[config.mk]
export PLATFORM = sky130hd
export DESIGN_NAME = atr_window_monitor
export DESIGN_NICKNAME = d
export VERILOG_FILES = /design/src/rtl/atr_pkg.sv /design/src/rtl/atr_edge_det.sv /design/src/rtl/atr_tick_counter.sv /design/src/rtl/atr_seq_fsm.sv /design/src/rtl/atr_window_monitor.sv
export SDC_FILE = /design/constraint.sdc
export NUM_CORES = 1
export LEC_CHECK = 0
export ABC_AREA = 1
export CORE_AREA = 10 10 73 75
export CTS_CLUSTER_SIZE = 16
export DETAILED_ROUTE_END_ITERATION = 8
export DIE_AREA = 0 0 83 85
export MAX_ROUTING_LAYER = met4
export PLACE_DENSITY_LB_ADDON = 0.2
export SLEW_MARGIN = 10
export SYNTH_ARGS = -nofsm -noshare
export SYNTH_HDL_FRONTEND = slang
export SYNTH_SLANG_ARGS = --single-unit
[constraint.sdc]
create_clock -name clk -period 3.75 [get_ports clk]
set_clock_uncertainty 0.2 [all_clocks]
set_input_delay 0.75 -clock clk [delete_from_list [all_inputs] [get_ports clk]]
set_output_delay 0.75 -clock clk [all_outputs]
set_load 0.005 [all_outputs]
[src/rtl/atr_pkg.sv]
package atr_pkg;
    typedef enum logic [2:0] {
        ST_OFF    = 3'd0,
        ST_COLD   = 3'd1,
        ST_WARM   = 3'd2,
        ST_DONE   = 3'd3,
        ST_SILENT = 3'd4,
        ST_HALT   = 3'd5
    } atr_state_e;
endpackage

[src/rtl/atr_edge_det.sv]
module atr_edge_det #(
    parameter int SYNC_STAGES = 2
) (
    input  logic clk,
    input  logic rst_n,
    input  logic line_raw,
    output logic fall_seen
);
    logic [SYNC_STAGES-1:0] sync_q;
    logic                   prev_q;

    // The line idles high, so every stage resets high and no edge appears at start.
    generate
        for (genvar i = 0; i < SYNC_STAGES; i++) begin : g_stage
            if (i == 0) begin : g_first
                always_ff @(posedge clk or negedge rst_n) begin
                    if (!rst_n) sync_q[0] <= 1'b1;
                    else        sync_q[0] <= line_raw;
                end
            end else begin : g_next
                always_ff @(posedge clk or negedge rst_n) begin
                    if (!rst_n) sync_q[i] <= 1'b1;
                    else        sync_q[i] <= sync_q[i-1];
                end
            end
        end
    endgenerate

    always_ff @(posedge clk or negedge rst_n) begin
        if (!rst_n) prev_q <= 1'b1;
        else        prev_q <= sync_q[SYNC_STAGES-1];
    end

    assign fall_seen = prev_q & ~sync_q[SYNC_STAGES-1];
endmodule

[src/rtl/atr_tick_counter.sv]
module atr_tick_counter #(
    parameter int CNT_W = 16
) (
    input  logic             clk,
    input  logic             rst_n,
    input  logic             clr,
    input  logic             inc,
    output logic [CNT_W-1:0] count
);
    localparam logic [CNT_W-1:0] CNT_MAX = {CNT_W{1'b1}};

    always_ff @(posedge clk or negedge rst_n) begin
        if (!rst_n)                        count <= '0;
        else if (clr)                      count <= '0;
        else if (inc && count != CNT_MAX)  count <= count + 1'b1;
    end
endmodule

[src/rtl/atr_seq_fsm.sv]
module atr_seq_fsm
    import atr_pkg::*;
#(
    parameter int CNT_W        = 16,
    parameter int IGNORE_TICKS = 200,
    parameter int COLD_TICKS   = 42100,
    parameter int EARLY_TICKS  = 370,
    parameter int MUTE_TICKS   = 42100
) (
    input  logic             clk,
    input  logic             rst_n,
    input  logic             enable,
    input  logic             tick,
    input  logic             start_bit,
    input  logic             flag_clr,
    input  logic [CNT_W-1:0] count,
    output logic             cnt_clr,
    output logic             cnt_inc,
    output logic             card_rst,
    output logic             early_flag,
    output logic             mute_flag,
    output logic             answered
);
    localparam logic [CNT_W-1:0] IGN_C   = CNT_W'(IGNORE_TICKS);
    localparam logic [CNT_W-1:0] COLD_C  = CNT_W'(COLD_TICKS - 1);
    localparam logic [CNT_W-1:0] EARLY_C = CNT_W'(EARLY_TICKS);
    localparam logic [CNT_W-1:0] MUTE_C  = CNT_W'(MUTE_TICKS - 1);

    atr_state_e state_q, state_d;
    logic       set_early, set_mute;

    // State register
    always_ff @(posedge clk or negedge rst_n) begin
        if (!rst_n) state_q <= ST_OFF;
        else        state_q <= state_d;
    end

    // Next state and counter control
    always_comb begin
        state_d   = state_q;
        cnt_clr   = 1'b0;
        cnt_inc   = 1'b0;
        set_early = 1'b0;
        set_mute  = 1'b0;
        unique case (state_q)
            ST_OFF: begin
                cnt_clr = 1'b1;
                if (enable) state_d = ST_COLD;
            end
            ST_COLD: begin
                if (!enable) begin
                    state_d = ST_OFF;
                    cnt_clr = 1'b1;
                end else if (start_bit && count >= IGN_C) begin
                    set_early = 1'b1;
                    set_mute  = 1'b1;
                    state_d   = ST_HALT;
                end else if (tick && count == COLD_C) begin
                    cnt_clr = 1'b1;
                    state_d = ST_WARM;
                end else begin
                    cnt_inc = tick;
                end
            end
            ST_WARM: begin
                if (!enable) begin
                    state_d = ST_OFF;
                    cnt_clr = 1'b1;
                end else if (start_bit) begin
                    set_early = (count < EARLY_C);
                    state_d   = ST_DONE;
                end else if (tick && count == MUTE_C) begin
                    set_mute = 1'b1;
                    state_d  = ST_SILENT;
                end else begin
                    cnt_inc = tick;
                end
            end
            ST_DONE, ST_SILENT, ST_HALT: begin
                if (!enable) begin
                    state_d = ST_OFF;
                    cnt_clr = 1'b1;
                end
            end
            default: state_d = ST_OFF;
        endcase
    end

    // Sticky status flags
    always_ff @(posedge clk or negedge rst_n) begin
        if (!rst_n) begin
            early_flag <= 1'b0;
            mute_flag  <= 1'b0;
        end else begin
            if (set_early)     early_flag <= 1'b1;
            else if (flag_clr) early_flag <= 1'b0;
            if (set_mute)      mute_flag  <= 1'b1;
            else if (flag_clr) mute_flag  <= 1'b0;
        end
    end

    // Outputs decoded from state
    always_comb begin
        card_rst = 1'b0;
        answered = 1'b0;
        unique case (state_q)
            ST_WARM, ST_SILENT: card_rst = 1'b1;
            ST_DONE: begin
                card_rst = 1'b1;
                answered = 1'b1;
            end
            default: ;
        endcase
    end
endmodule

[src/rtl/atr_window_monitor.sv]
module atr_window_monitor #(
    parameter int CNT_W        = 16,
    parameter int IGNORE_TICKS = 200,
    parameter int COLD_TICKS   = 42100,
    parameter int EARLY_TICKS  = 370,
    parameter int MUTE_TICKS   = 42100
) (
    input  logic clk,
    input  logic rst_n,
    input  logic enable,
    input  logic tick,
    input  logic io_in,
    input  logic flag_clr,
    output logic card_rst,
    output logic early_flag,
    output logic mute_flag,
    output logic answered
);
    logic             start_bit;
    logic             cnt_clr, cnt_inc;
    logic [CNT_W-1:0] tick_cnt;

    atr_edge_det #(.SYNC_STAGES(2)) u_edge (
        .clk       (clk),
        .rst_n     (rst_n),
        .line_raw  (io_in),
        .fall_seen (start_bit)
    );

    atr_tick_counter #(.CNT_W(CNT_W)) u_cnt (
        .clk   (clk),
        .rst_n (rst_n),
        .clr   (cnt_clr),
        .inc   (cnt_inc),
        .count (tick_cnt)
    );

    atr_seq_fsm #(
        .CNT_W        (CNT_W),
        .IGNORE_TICKS (IGNORE_TICKS),
        .COLD_TICKS   (COLD_TICKS),
        .EARLY_TICKS  (EARLY_TICKS),
        .MUTE_TICKS   (MUTE_TICKS)
    ) u_fsm (
        .clk        (clk),
        .rst_n      (rst_n),
        .enable     (enable),
        .tick       (tick),
        .start_bit  (start_bit),
        .flag_clr   (flag_clr),
        .count      (tick_cnt),
        .cnt_clr    (cnt_clr),
        .cnt_inc    (cnt_inc),
        .card_rst   (card_rst),
        .early_flag (early_flag),
        .mute_flag  (mute_flag),
        .answered   (answered)
    );
endmodule

# Yosys cells after proc, flatten, opt, wreduce, memory -nomap -nowiden
# Cells that the tools add are included.
# word_totals
register_bits	24
inputBits	6
elab_cells	69
# op_classes
n_addsub	1
order_cmp	2
n_eq_ne	11
mux	35
n_bitwise	2
n_reduce_logical	11
# op_table
operator	count
two-way mux 16 bit	2
two-way mux 3 bit	8
two-way mux 1 bit	20
adder 16 x 1 -> 16 bit, second input constant	1
== test 16 bit, second input constant	1
greater-or-equal comparator 16 x 8 -> 1 bit, second input constant	1
less-than comparator 16 x 9 -> 1 bit, second input constant	1
inequality test 16 bit, second input constant	1
case mux 3 bit (4 select lines)	1
inequality test 4 x 2 -> 1 bit, second input constant	2
== test 3 x 2 -> 1 bit, second input constant	2
== test 3 bit, second input constant	2
case mux 1 bit (2 select lines)	3
nonzero test 2 bit	3
OR reduction 3 bit	2
inequality test 2 bit, second input constant	2
AND reduction 4 bit	1
OR reduction 4 bit	1
== test 3 x 1 -> 1 bit, second input constant	1
logical AND 1 bit	3
zero test 3 bit	1
case mux 1 bit (3 select lines)	1
AND 1 bit	1
NOT 1 bit	1

# Logic depth before layout (Yosys ltp)
# logic_depth
word_depth	9
ltp_mapped	13
ltp_nobuf	12

# Modules after synthesis
# A second synthesis with hierarchy kept.
# unflattened
hier_cells	235
area_unflattened_um2	1649.1
# by_module_without_submodules
mod	instances	cells_per_inst	area_each_um2	seq_area_each_um2
atr_tick_counter	1	144	1037.2	400.4
atr_seq_fsm	1	86	523.0	125.1
atr_edge_det	1	5	88.8	78.8

# Least setup slack after synthesis
# No wires, ideal clock.
# synth_path
path_kind	input port to flip-flop
start	input port tick
end	register u_cnt.count[0]
setup_time_ps	116
arrival_time_ps	1509
required_time_ps	3434
setup_slack_ps	1924
cell_stages	7
n_path_buf	1
path_cell_list	nand2_1 a21oi_1 nand3_2 nor2_4 buf_6 xor2_2 nor2_2
# synth_between
elab_chain_cells	7
# synth_lines
item	line_no	source
from (decl)	atr_window_monitor.sv:11	input logic tick,
logical AND 1 bit	atr_seq_fsm.sv:58, atr_seq_fsm.sv:72	
two-way mux 1 bit	atr_seq_fsm.sv:58, atr_seq_fsm.sv:72	
two-way mux 1 bit (on tied branches)	atr_seq_fsm.sv:69, atr_seq_fsm.sv:54	
two-way mux 1 bit (on tied branches)	atr_seq_fsm.sv:66, atr_seq_fsm.sv:51	
case mux 1 bit (2 select lines)	atr_seq_fsm.sv:45	unique case (state_q)
logical AND 1 bit	atr_tick_counter.sv:15	else if (inc && count != CNT_MAX) count <= count + 1'b1;
nonzero test 2 bit (no source line)	n/a	
to (signal assigned)	atr_tick_counter.sv:15	
to (decl)	atr_tick_counter.sv:8	output logic [CNT_W-1:0] count
# Several ways; a longest one is shown, not always the timed one.
# A chain may end at the register's enable or synchronous reset.

# Worst setup path after layout
# layout_path
start	register u_fsm.state_q[2]
end	output port card_rst
# layout_between
elab_chain_cells	3
# layout_lines
item	line_no	source
from (decl)	atr_seq_fsm.sv:29	atr_state_e state_q, state_d;
from (signal assigned)	atr_seq_fsm.sv:35	else state_q <= state_d;
== test 3 x 2 -> 1 bit or == test 3 bit (tied branches)	atr_seq_fsm.sv:106	unique case (state_q)
OR reduction 3 bit (no source line) (*)	n/a	
two-way mux 1 bit (*)	atr_seq_fsm.sv:106	
to (decl)	atr_window_monitor.sv:14	output logic card_rst,
# Mark *: on every way between the ends. The rest lies on a longest branch, timed or not.

==> run metrics <==
status=finished, final reports clean; synth unique cells=30; TritonCTS clock tree=yes; gp weighted congestion=0.8555; core box area=0.003914 mm²; Vias/cell=4.884; total track usage=10.74%; unrepaired setup endpoints after global routing=false; Post-CTS Resized=0; setup tns final=0 ns; total grt overflow=0; Clk pin slew, worst setup/hold paths=0.09 ns; largest net degree at the start of global routing=25; final worst path period need=2.582 ns; DR pass1 iterations=4; Crit Path Class=register to output port; max-cap violation count=0; mapped cell area=0.001699 mm²; wire length of the first global-routing pass=6.396 mm; die footprint=0.007055 mm²; gate count of the mapped netlist=238; design area=0.001853 mm²; # setup viols final=0; post-synthesis register bit count=24; # hold bufs at CTS=0; Tcrit/Tclk final=68.86%; number of I/O pins=10; H-tree depth=1; FF-to-FF path depth=11; Peak supply drop=255.1 µV; drc violations=0; achievable clock frequency=0.3873 GHz; synth cell count leaders=52 x nand2_1, 37 x nand3_1, 33 x inv_1, 30 x nor2_1, 21 x dfrtp_1; DRT Wirelength=3.587 mm; Port Buffer Count=9; PD cells=432.4 mW/mm²; type of the worst min-delay path=register to register; dpl hpwl=2.655 mm; Worst-Skew Late Latency=0.27 ns; Worst Path Arrival=1.63 ns; Vias=1436; fraction of layout cells with a size suffix above 1=11.48%; count leader, synth=nand2_1; Post-synth ARST share=100.0%; CP Launch Point=u_fsm.state_q[2]$_DFFE_PN0P_; crit end category=output port; Synth Net Count=247; Starting DRT DRC Count=103; initial antenna violation count=0; area growth from synthesis to layout=9.058%; Leak=0.9345 nW; final hold vios=0; EDFF count, synth=0; predominant post-synthesis flop cell=dfrtp_1; R2R Setup Slk=1.42 ns; sequential element share of the synthesized area=35.57%; Die Width=83 µm; nets=254; clock sinks=24; post-synth top area share=30.93%; Hold Crit Start=u_edge.sync_q[0]$_DFF_PN1_; wire length per cell=12.20 µm; Clock Tree Root=clkbuf_8; CP Max Fanout=5; clock buffer depth=2; critical path startpoint category=register; Synthesis Warnings=0; syn avg cell area=7.139 µm²; max_slew headroom=62.24%; vias in the first global route=1429; Worst-Margin Slew=0.5651 ns; Synth area leaders=dfrtp_1 31%, nand2_1 11%, nand3_1 11%; placed cell area=0.001782 mm²; Final ANT Viol Nets=0; Die H=85 µm; WP data required=2.80 ns; cell taking the most area after synthesis=dfrtp_1; Final Max Slew Viols=0; total CTS buffers=3; Antenna diodes=0; # fillers=409; Hold Path Depth=0; postcts setup bufs=0; Pwr Total=0.8013 mW; r2r startpoint=u_cnt.count[0]$_DFFE_PN0P_; Site Rows=23; Initial Util=43.41%
==> critical path: stages (launching register included) <==
cell and delay, ns:
dfrtp_1 0.45, inv_2 0.09, ha_1 0.18, a31o_2 0.20, clkdlybuf4s50_1 0.44
==> logic make-up after synthesis <==
group	Yosys count	synth area share, %
adders and majority gates	3	2.209
AOI/OAI and AO/OA	18	6.480
buffers and inverters	44	12.52
and+or+nand+nor	139	37.63
xor gates and xnor gates	10	5.597
DFF	24	35.57
==> state kept, by name, indices dropped and copies added, names as in the netlist <==
register / flops
u_cnt.count: 16
u_edge.prev_q: 1
u_edge.sync_q: 2
u_fsm.early_flag: 1
u_fsm.mute_flag: 1
u_fsm.state_q: 3
==> final timing paths <==
check	to
hold / removal	u_edge.sync_q[1]$_DFF_PN1_
setup reg to reg	u_cnt.count[13]$_DFFE_PN0P_
hold reg to reg	u_edge.sync_q[1]$_DFF_PN1_
min in group asynchronous	u_cnt.count[9]$_DFFE_PN0P_
max in group asynchronous	u_edge.prev_q$_DFF_PN1_
setup / recovery	card_rst
==> stage by stage <==
step	std cells	setup slack [ns]	hold slack (ns)	utilization [%]
2_1_floorplan	238	1.924	0.1452	-
3_3_place_gp	290	0.9576	0.1460	45.52
3_5_place_dp	290	0.8902	0.1510	45.52
4_1_cts	294	1.148	0.1642	47.35
5_1_grt	294	1.004	0.1678	47.35
6_report	294	1.168	0.1619	47.35
==> metal layers <==
| layer | track usage [%] | part of all wire [%] |
|---|---|---|
| met1 | 13.32 | 48 |
| met2 | 17.28 | 48 |
| met3 | 1.816 | 2.9 |
| met4 | 3.560 | 1.5 |
| met5 | - | 0 |
==> power by group <==
part	internal (mW)	switching [mW]
registers	0.277	0.0218
logic	0.0925	0.181
clock network	0.143	0.0857
==> layout make-up <==
class	instances	area (µm²)	share of cell area (%)
Sequential cell	24	604.3	32.61
Inverter	36	135.1	7.292
Multi-Input combinational cell	170	882.1	47.60
Timing Repair Buffer	10	97.59	5.267
Clock inverter	1	30.03	1.621
Clock buffer	3	41.29	2.228
Tap cell	50	62.56	3.376
==> cells in the final DEF (no fill, tap or decap), types with 2 or more instances in the layout <==
| master | n |
|---|---|
| a21oi_1 | 6 |
| a21oi_2 | 2 |
| clkbuf_8 | 3 |
| clkdlybuf4s50_1 | 9 |
| dfrtp_1 | 21 |
| dfstp_2 | 3 |
| ha_1 | 3 |
| inv_1 | 33 |
| inv_2 | 2 |
| nand2_1 | 52 |
| nand2_2 | 5 |
| nand2_4 | 2 |
| nand3_1 | 37 |
| nand4_1 | 3 |
| nor2_1 | 30 |
| nor2_2 | 4 |
| nor2_4 | 2 |
| nor3_1 | 2 |
| o211ai_1 | 2 |
| o21ai_0 | 4 |
| xor2_1 | 8 |
Power figures use the tool's default switching activity.
